### config.mk
export PLATFORM = sky130hd
export DESIGN_NAME = qdiv_quad_ref
export DESIGN_NICKNAME = d
export VERILOG_FILES = /design/src/rtl/qdiv_pkg.sv /design/src/rtl/qdiv_prescaler.sv /design/src/rtl/qdiv_retime_ring.sv /design/src/rtl/qdiv_pps_capture.sv /design/src/rtl/qdiv_quad_ref.sv
export SDC_FILE = /design/constraint.sdc
export NUM_CORES = 1
export LEC_CHECK = 0
export ABC_AREA = 1
export BUFFER_PORTS_ARGS = -buffer_cell sky130_fd_sc_hd__buf_2
export CAP_MARGIN = 20
export CORE_MARGIN = 2
export CORE_UTILIZATION = 50
export CTS_BUF_LIST = sky130_fd_sc_hd__clkbuf_8
export DETAILED_ROUTE_END_ITERATION = 8
export PLACE_DENSITY_LB_ADDON = 0.25
export SETUP_SLACK_MARGIN = 0.4
export SYNTH_ARGS = -nofsm -noshare
export SYNTH_HDL_FRONTEND = slang
export SYNTH_SLANG_ARGS = --single-unit
### constraint.sdc
create_clock -name clk_ref -period 1.1 [get_ports clk_ref]
set_clock_uncertainty 0.15 [all_clocks]
set_input_delay 0.22 -clock clk_ref [delete_from_list [all_inputs] [get_ports clk_ref]]
set_output_delay 0.22 -clock clk_ref [all_outputs]
set_load 0.01 [all_outputs]
### src/rtl/qdiv_pkg.sv
package qdiv_pkg;

    typedef enum logic [1:0] {
        RING_00 = 2'b00,
        RING_01 = 2'b01,
        RING_11 = 2'b11,
        RING_10 = 2'b10
    } ring_state_e;

    function automatic ring_state_e ring_next(input ring_state_e cur);
        logic [1:0] b;
        b = cur;
        return ring_state_e'({b[0], ~b[1]});
    endfunction

endpackage

### src/rtl/qdiv_prescaler.sv
module qdiv_prescaler #(
    parameter int CNT_W = 5
) (
    input  logic             clk,
    input  logic             rst,
    output logic [CNT_W-1:0] cnt_o,
    output logic             tap_o
);
    typedef struct packed {
        logic [CNT_W-1:0] cnt;
    } presc_st_t;

    presc_st_t st_d, st_q;

    always_comb begin
        st_d     = st_q;
        st_d.cnt = st_q.cnt + CNT_W'(1);
    end

    always_ff @(posedge clk) begin
        if (rst) st_q <= '0;
        else     st_q <= st_d;
    end

    assign cnt_o = st_q.cnt;
    assign tap_o = st_q.cnt[CNT_W-1];
endmodule

### src/rtl/qdiv_retime_ring.sv
module qdiv_retime_ring
    import qdiv_pkg::*;
(
    input  logic        clk,
    input  logic        rst,
    input  logic        tap_i,
    output ring_state_e ring_o
);
    typedef struct packed {
        logic        tap;
        ring_state_e ring;
    } ring_st_t;

    ring_st_t st_d, st_q;

    always_comb begin
        st_d     = st_q;
        st_d.tap = tap_i;
        if (tap_i && !st_q.tap) begin
            st_d.ring = ring_next(st_q.ring);
        end
    end

    always_ff @(posedge clk) begin
        if (rst) st_q <= '{tap: 1'b0, ring: RING_00};
        else     st_q <= st_d;
    end

    assign ring_o = st_q.ring;
endmodule

### src/rtl/qdiv_pps_capture.sv
module qdiv_pps_capture #(
    parameter int SYNC_N = 2,
    parameter int CAP_W  = 7
) (
    input  logic             clk,
    input  logic             rst,
    input  logic             pps_i,
    input  logic [CAP_W-1:0] snap_i,
    output logic [CAP_W-1:0] cap_o,
    output logic             vld_o
);
    localparam int SH_W = SYNC_N + 1;

    typedef struct packed {
        logic [SH_W-1:0]  sh;
        logic [CAP_W-1:0] cap;
        logic             vld;
    } cap_st_t;

    cap_st_t st_d, st_q;
    logic    rise;

    assign rise = st_q.sh[SYNC_N-1] & ~st_q.sh[SYNC_N];

    always_comb begin
        st_d     = st_q;
        st_d.sh  = {st_q.sh[SH_W-2:0], pps_i};
        st_d.vld = rise;
        if (rise) begin
            st_d.cap = snap_i;
        end
    end

    always_ff @(posedge clk) begin
        if (rst) st_q <= '0;
        else     st_q <= st_d;
    end

    assign cap_o = st_q.cap;
    assign vld_o = st_q.vld;
endmodule

### src/rtl/qdiv_quad_ref.sv
module qdiv_quad_ref
    import qdiv_pkg::*;
#(
    parameter int PRESC_W = 5,
    parameter int SYNC_N  = 2,
    parameter int PHASE_W = PRESC_W + 2
) (
    input  logic               clk_ref,
    input  logic               rst,
    input  logic               pps_in,
    output logic               quad_i_o,
    output logic               quad_q_o,
    output logic [PHASE_W-1:0] phase_o,
    output logic               phase_vld_o
);
    logic [PRESC_W-1:0] presc_cnt;
    logic               presc_tap;
    ring_state_e        ring;

    qdiv_prescaler #(.CNT_W(PRESC_W)) presc_u (
        .clk   (clk_ref),
        .rst   (rst),
        .cnt_o (presc_cnt),
        .tap_o (presc_tap)
    );

    qdiv_retime_ring ring_u (
        .clk    (clk_ref),
        .rst    (rst),
        .tap_i  (presc_tap),
        .ring_o (ring)
    );

    qdiv_pps_capture #(.SYNC_N(SYNC_N), .CAP_W(PHASE_W)) cap_u (
        .clk    (clk_ref),
        .rst    (rst),
        .pps_i  (pps_in),
        .snap_i ({ring, presc_cnt}),
        .cap_o  (phase_o),
        .vld_o  (phase_vld_o)
    );

    assign quad_i_o = ring[0];
    assign quad_q_o = ring[1];
endmodule

==> results.ini, run 1 <==
[sta]
max_freq_ghz = 0.9380
finalSetupViolations = 0
hold_viol_final = 0
fin_setup_tns_ps = 0
holdWs_ps = 22.20
worst_pin_slew_ps = 260.5
slew_violations = 0
fin_crit_sh_pct = 96.92
rsz0062_at_grt = yes
period_needed_ps = 1066
maxSlewHeadroom_pct = 82.62

[worst_setup_path]
worstPathArrival_ps = 700
r2r_end = presc_u.cnt_o[4]
rrSetupSlack_ps = 60
cp.required_ps = 730
path_cells = buf_6
startpoint_type = flip-flop
endpoint_kind = output port
cp_slowest_cell = dfxtp_2
cp_top_family = flip-flops
max_stage_delay_ps = 330
reg2reg_depth = 5
reg2reg_from = presc_u.cnt_o[1]
critPathBufInv = 1
critPathMaxFanout = 2
path_class = reg2out

[cells_and_area]
n_antenna_cell = 0
area_growth_pct = 46.58
final_layout_size_suffix_gt1_share_pct = 61.90
final_cell_mix = nor2_1, buf_6, dfxtp_2
design_area_um2 = 1047
nets = 110
final_common_cell = nor2_1

[placement]
dp_hpwl_um = 738.5
dpl-instance-area_um2 = 784.5
gp_congestion = 0.7523
port_buffers = 12

[grt]
grt_usage_pct = 14.79
overflow = 0
grt_max_degree = 11
grt_pass1_wl_um = 1945
antenna_found_initial = 0
grt_pass1_vias = 503

[floorplan]
pin_count = 13
die-width_um = 41.80
start_util_pct = 54.23
die_area_um2 = 1747
die_h_um = 41.80
rows = 13
core_um2 = 1318

[synth]
synth_top_area_cell = dfxtp_1
postSynth.asyncResetShare_pct = 0
synth_warnings = 0
seq_area_frac_synth_pct = 53.24
synth.avg_cell_area_um2 = 8.119
netlist_instances = 88
ys_seq_elements = 19
synth_edf_count = 0
synthTopCellsByArea = dfxtp_1, nor2_1, buf_4, o21ai_0, inv_1
synth_fp_nets = 92
syn_area_um2 = 714.4
netlist.area_leader.share_pct = 53.24
synth_cell_types = 15
synth_ff_type = dfxtp_1

[run_status]
outcome = finished clean

[power]
p_leak_uw = 0.0004382
max-vdd-ir-drop_v = 0.0009777
cellPowerDensity_nw_per_um2 = 1305

[clock_network]
cts.sinks = 19
clock_latency_ps = 250
clock_path_buffers = 2
h-tree-depth = 1
holdBufCountCts = 0
cts_root_buffer = clkbuf_8
cts_tree = yes
cts_made_buffers = 3
cts.clk_slew.worst_paths_ps = 70

[drt]
first_pass_iters = 4
initialDrtViolationCount = 8
wire_per_inst_um = 11.23
ant_nets = 0
vias = 572
viasPerCell = 4.767
wl_um = 1348
drc_errors = 0

[min_path]
hold_class = in2reg
hp-start = pps_in
hold_end = cap_u.st_d[9]
hold_path_depth = 3

[flow_run]
cap_violations = 0

[state kept, by name, summed over array words and instances, names as in the netlist]
signal,flops
cap_u.cap_o,7
presc_u.cnt_o,5
cap_u.st_d,2
ring_u.ring_o,2
cap_u.st_q,1
cap_u.vld_o,1
ring_u.st_q,1
[per-stage QoR]
step	std cells	setup slack, ps	utilization, %	power (uW)
finish	120	33.88	79.49	1367
detailed placement	108	101.9	59.54	855.1
global placement	108	132.8	59.54	852.2
floorplan	88	167.5	-	850.5
global route	120	6.358	79.49	1422
CTS	119	36.28	73.60	1346
[Yosys cell counts, types with 2 or more instances]
library cell and instances:
dfxtp_1 19, inv_1 8, nand3_1 2, nor2_1 28, o21ai_0 8, nand4_1 2
nand2_1 7, buf_4 7
[worst max path at each step]
stage	from	slack [ps]	cells after the start	endpoint
6_report	cap_u.cap_o[5]	30	1	phase_o[5]
5_1_grt	cap_u.cap_o[5]	6	1	phase_o[5]
4_1_cts	ring_u.ring_o[0]	40	1	quad_i_o
3_5_place_dp	presc_u.cnt_o[0]	100	5	presc_u.cnt_o[4]
3_3_place_gp	presc_u.cnt_o[0]	130	4	presc_u.cnt_o[4]
2_1_floorplan	presc_u.cnt_o[0]	170	5	presc_u.cnt_o[4]
[per-layer routing]
metal	track usage (%)	up-vias	part of all wire [%]
li1	-	299	-
met1	17.17	254	44
met2	23.75	14	49
met3	3.913	5	3.7
met4	9.677	0	2.7
met5	0	-	0
[area by class of cell]
type                            count  area, um^2
Clock buffer                        3       41.29
Clock inverter                      1       3.754
Fill cell                          87       270.3
Inverter                           10       47.55
Multi-Input combinational cell     52       321.6
Sequential cell                    19       412.9
Tap cell                           15       18.77
Timing Repair Buffer               20       201.4
[cells by family after synthesis]
family | Yosys count | synth area share [%]
fa+ha+maj | 1 | 1.751
buf+inv | 18 | 13.48
simple gates | 41 | 24.69
compound gates | 8 | 5.604
xor+xnor | 1 | 1.226
flops | 19 | 53.24
[power breakdown]
part / switching, uW / internal (uW)
registers: 28.3 / 716
logic: 72.9 / 87.8
clock network: 214 / 248
[what timing repair did]
action / in CTS / in global routing
gates cloned: 1 / 0
gates resized for setup: 25 / 23
setup endpoints to repair: 25 / 27
setup buffers: 6 / 1
pin swaps: 3 / 7
Power figures use the tool's default switching activity.
==> inputs of run 2 (changes only) <==
Settings changed: GPL_TIMING_DRIVEN set to 0.
==> run 2 against run 1 <==
  * Combinational power up 29%
  * First-iteration DRC count up 88%
  * Sequential power about the same
  * Largest power group unchanged
  * Fmax down 9.1%
  * Non-clock buffer count up 10
  * Largest cell class unchanged
  * The run now ends with setup timing left
  * Register-to-register slack worse by 20 ps
  * Clock power up 4%
  * Flip-flop and latch count unchanged
  * Critical path type unchanged
  * Hold slack worse by 11 ps
  * Design area up 13%
  * Critical endpoint is now phase_o[6]
  * Routed wire length up 40%
==> results.ini, run 2 (synthesized netlist as in run 1, its figures left out) <==
[run_status]
outcome = finished with violations
violations = setup timing

[drt]
first_pass_iters = 5
wl_um = 1883
ant_nets = 0
initialDrtViolationCount = 15
wire_per_inst_um = 14.48
drc_errors = 0
vias = 650
viasPerCell = 5.000

[sta]
finalSetupViolations = 8
worst_pin_slew_ps = 379.4
rsz0062_at_grt = yes
worst_slack_ps = -72.21
max_freq_ghz = 0.8531
fin_crit_sh_pct = 106.6
maxSlewHeadroom_pct = 74.68
period_needed_ps = 1172
hold_viol_final = 0
slew_violations = 0

[worst_setup_path]
path_class = reg2out
endpoint_kind = output port
worstPathArrival_ps = 800
path_cells = buf_6, buf_6
critPathMostFrequentCell = buf_6
startpoint_type = flip-flop
max_stage_delay_ps = 330
cp_slowest_cell = dfxtp_2
critPathMaxFanout = 2
cp.required_ps = 730

[cells_and_area]
design_area_um2 = 1181
largest_register_ffs = 7
area_growth_pct = 65.32
n_fill_cell = 53
fin_cells = 130
nets = 120
final_common_cell = buf_6
regArea_um2 = 415.4
n_antenna_cell = 0
multiInputGateArea_um2 = 346.6
final_cell_mix = buf_6, nor2_1, dfxtp_2
final_layout_size_suffix_gt1_share_pct = 69.57

[grt]
antenna_found_initial = 0
grt_pass1_wl_um = 2111
grt_pass1_vias = 540
grt_usage_pct = 15.99
overflow = 0
grt_max_degree = 11

[placement]
post-place-ws_ps = 120.4
gp_congestion = 0.6993
port_buffers = 12
dpl-instance-area_um2 = 860.8
placed_cells = 115
dp_hpwl_um = 767.8

[flow_run]
cap_violations = 0

[clock_network]
cts_tree = yes
cts_made_buffers = 3
cts_root_buffer = clkbuf_8
cts.sinks = 19
clock_latency_ps = 260
cts.clk_slew.worst_paths_ps = 70
h-tree-depth = 1
clock_path_buffers = 2

[floorplan]
die_area_um2 = 1747
die-width_um = 41.80
start_util_pct = 54.23
die_h_um = 41.80
rows = 13
pin_count = 13
core_um2 = 1318

[min_path]
hold_class = in2reg

[power]
max-vdd-ir-drop_v = 0.001158
cellPowerDensity_nw_per_um2 = 1214
p_leak_uw = 0.0005101
finalPower_uw = 1433

run 2: cell types whose count changed in the layout (fill, tap and decap cells not counted), moves of 2 or more:
cell and change:
buf_4 +2, buf_6 +7, o21ai_1 -4, o21ai_2 +5
run 2: layer usage:
layer | up-vias | GRT usage (%) | wire, um
li1 | 322 | - | -
met1 | 305 | 15.57 | 721
met2 | 18 | 29.69 | 1070
met3 | 5 | 2.609 | 50
met4 | 0 | 11.61 | 41
met5 | - | 0 | 0
run 2: area by class of cell:
type	instances	share of cell area (%)
plain buffers	8	7.097
inverters	10	4.661
clock buffers	3	3.496
flip-flops and latches	19	35.17
multi-input cells	52	29.34
repair buffers	22	18.33
clock inverters	1	0.3178
well taps	15	1.589
run 2: what timing repair did:
| action | 4_1_cts | 5_1_grt |
|---|---|---|
| setup endpoints to repair | 25 | 27 |
| hold buffers | 0 | 0 |
| buffers inserted | 4 | 6 |
| gates cloned | 1 | 0 |
| endpoints found under the hold margin | 0 | 0 |
| pin swaps | 8 | 12 |
| resized for setup | 25 | 33 |
run 2: path summary, 6_finish.rpt:
| kind | start | to | slack, ps | depth (start not counted) |
|---|---|---|---|---|
| worst min register to register | cap_u.st_d[9] | cap_u.st_d[10] | 280 | 2 |
| worst min-delay path | pps_in | cap_u.st_d[9] | 10 | 3 |
| worst max-delay path | cap_u.cap_o[6] | phase_o[6] | -70 | 2 |
| worst max register to register | presc_u.cnt_o[0] | presc_u.cnt_o[3] | 40 | 5 |
run 2: critical path: cells and delay by family (launching register included):
kind / cells / cell delay, ps
flops: 1 / 330
buf+inv: 2 / 210
run 2: through the flow:
stage                     hold slack, ps  TNS [ps]  util (%)
final                              11.44    -494.0     89.65
after global routing               21.64    -608.0     89.65
after CTS                          18.51    -471.8     79.30
after detailed placement           241.3         0     65.34
after global placement             234.3         0     65.34
after floorplan                    177.0         0         -
run 2: power by group:
group | switching (uW) | total, uW | internal, uW
Clock | 231 | 479 | 249
Sequential | 33.8 | 747 | 713
Combinational | 89.6 | 207 | 118
==> inputs of run 3 (changes only) <==
Settings changed: CTS_BUF_LIST sky130_fd_sc_hd__clkbuf_8 to sky130_fd_sc_hd__clkbuf_4.
==> run 3 against run 2 <==
  * The flow finishes with violations (hold timing, setup timing)
  * Via count increased by 1.2%
  * Sequential power about the same
  * Critical endpoint is now phase_o[2]
  * Utilization decreased by 0.47 points
  * Clock power decreased by 21%
  * Hold slack got worse by 37 ps
  * Combinational power decreased by 3%
  * Critical path depth unchanged
  * Highest routed layer unchanged
==> results.ini, run 3 (synthesized netlist as in run 1, its figures left out) <==
[run_status]
outcome = finished with violations
violations = hold timing, setup timing

[power]
netSwitchingFraction_pct = 24.92
max-vdd-ir-drop_v = 0.001289
cellPowerDensity_nw_per_um2 = 1127
p_int_uw = 994.6
power_frac_comb_pct = 15.2
seqPwrFrac_pct = 56.4
p_leak_uw = 0.0005070
p_sw_uw = 330.0
clock_power_share_pct = 28.4

[floorplan]
die-width_um = 41.80
die_h_um = 41.80
rows = 13
die_area_um2 = 1747
pin_count = 13
core_um2 = 1318
start_util_pct = 54.23

[sta]
fin_crit_sh_pct = 111.6
maxSlewHeadroom_pct = 76.55
fin_setup_tns_ps = -934.9
max_freq_ghz = 0.8145
worst_slack_ps = -127.7
worst_pin_slew_ps = 351.4
finalSetupViolations = 9
slew_violations = 0
hold_viol_final = 1
holdWs_ps = -25.16
rsz0062_at_grt = yes
period_needed_ps = 1228

[worst_setup_path]
startpoint_type = flip-flop
path_class = reg2out
endpoint_kind = output port
cp.required_ps = 730
worstPathArrival_ps = 860
critPathMaxFanout = 2

[grt]
grt_usage_pct = 16.62
grt_max_degree = 11
overflow = 0
antenna_found_initial = 0
grt_pass1_vias = 549
grt_pass1_wl_um = 2159

[cells_and_area]
final_layout_size_suffix_gt1_share_pct = 66.96
largest_register_ffs = 7
n_fill_cell = 65
design_area_um2 = 1175
final_cell_mix = buf_6, nor2_1, dfxtp_2
fin_cells = 130
area_growth_pct = 64.45
final_common_cell = buf_6
n_antenna_cell = 0
nets = 120

[clock_network]
clock_path_buffers = 2
cts.clk_slew.worst_paths_ps = 110
cts.sinks = 19
cts_tree = yes
clock_latency_ps = 300
cts_root_buffer = clkbuf_4
h-tree-depth = 1
cts_made_buffers = 3

[drt]
viasPerCell = 5.062
wl_um = 1776
ant_nets = 0
first_pass_iters = 4
drc_errors = 0
initialDrtViolationCount = 6
wire_per_inst_um = 13.66
vias = 658

[placement]
port_buffers = 12
post-place-ws_ps = 120.4
gp_congestion = 0.6993
placed_cells = 115
dpl-instance-area_um2 = 860.8
dp_hpwl_um = 767.8

[min_path]
hold_class = in2reg

[flow_run]
cap_violations = 0

## run 3: final timing paths
check / slack [ps] / cells after the start / start / endpoint
hold / removal: -30 / 3 / pps_in / cap_u.st_d[9]
hold reg to reg: 250 / 2 / cap_u.st_d[9] / cap_u.st_d[10]
setup / recovery: -130 / 2 / cap_u.cap_o[2] / phase_o[2]
setup reg to reg: 50 / 5 / presc_u.cnt_o[0] / presc_u.cnt_o[4]
## run 3: area by class of cell
type / instances / area (um^2) / share of cell area (%)
Inverter: 10 / 55.05 / 4.686
Tap cell: 15 / 18.77 / 1.597
Timing Repair Buffer: 22 / 220.2 / 18.74
Buffer: 8 / 83.83 / 7.135
Sequential cell: 19 / 415.4 / 35.36
Multi-Input combinational cell: 52 / 351.6 / 29.93
Clock buffer: 4 / 30.03 / 2.556
## run 3: layer usage
layer | global-route usage, % | routed length (um) | vias up
met5 | 0 | 0 | -
met4 | 11.61 | 93 | 0
li1 | - | - | 323
met2 | 29.38 | 1000 | 13
met1 | 16.94 | 648 | 314
met3 | 3.913 | 34 | 8
## run 3: metrics by stage
stage	total power [uW]	utilization, %
after global placement	875.2	65.34
after detailed placement	880.7	65.34
after CTS	1301	79.30
final	1325	89.17
after floorplan	850.5	-
after global routing	1373	89.17
## run 3: power groups by stage
stage          Sequential, uW  Combinational, uW  Clock (uW)
6_report                  747                201         377
5_1_grt                   751                216         407
4_1_cts                   747                164         390
3_5_place_dp              762                118           0
3_3_place_gp              761                115           0
2_1_floorplan             758               92.2           0
## run 3: worst max-delay path, cell delays in order, from the launching register on
cell	delay, ps
dfxtp_2	340
buf_6	110
buf_6	100
## run 3: repair_timing
action,4_1_cts,5_1_grt
cloned,1,0
setup buffers,4,6
pin swaps,9,13
gates resized for setup,31,27
endpoints found under the hold margin,1,1
endpoints found under the setup margin,25,27
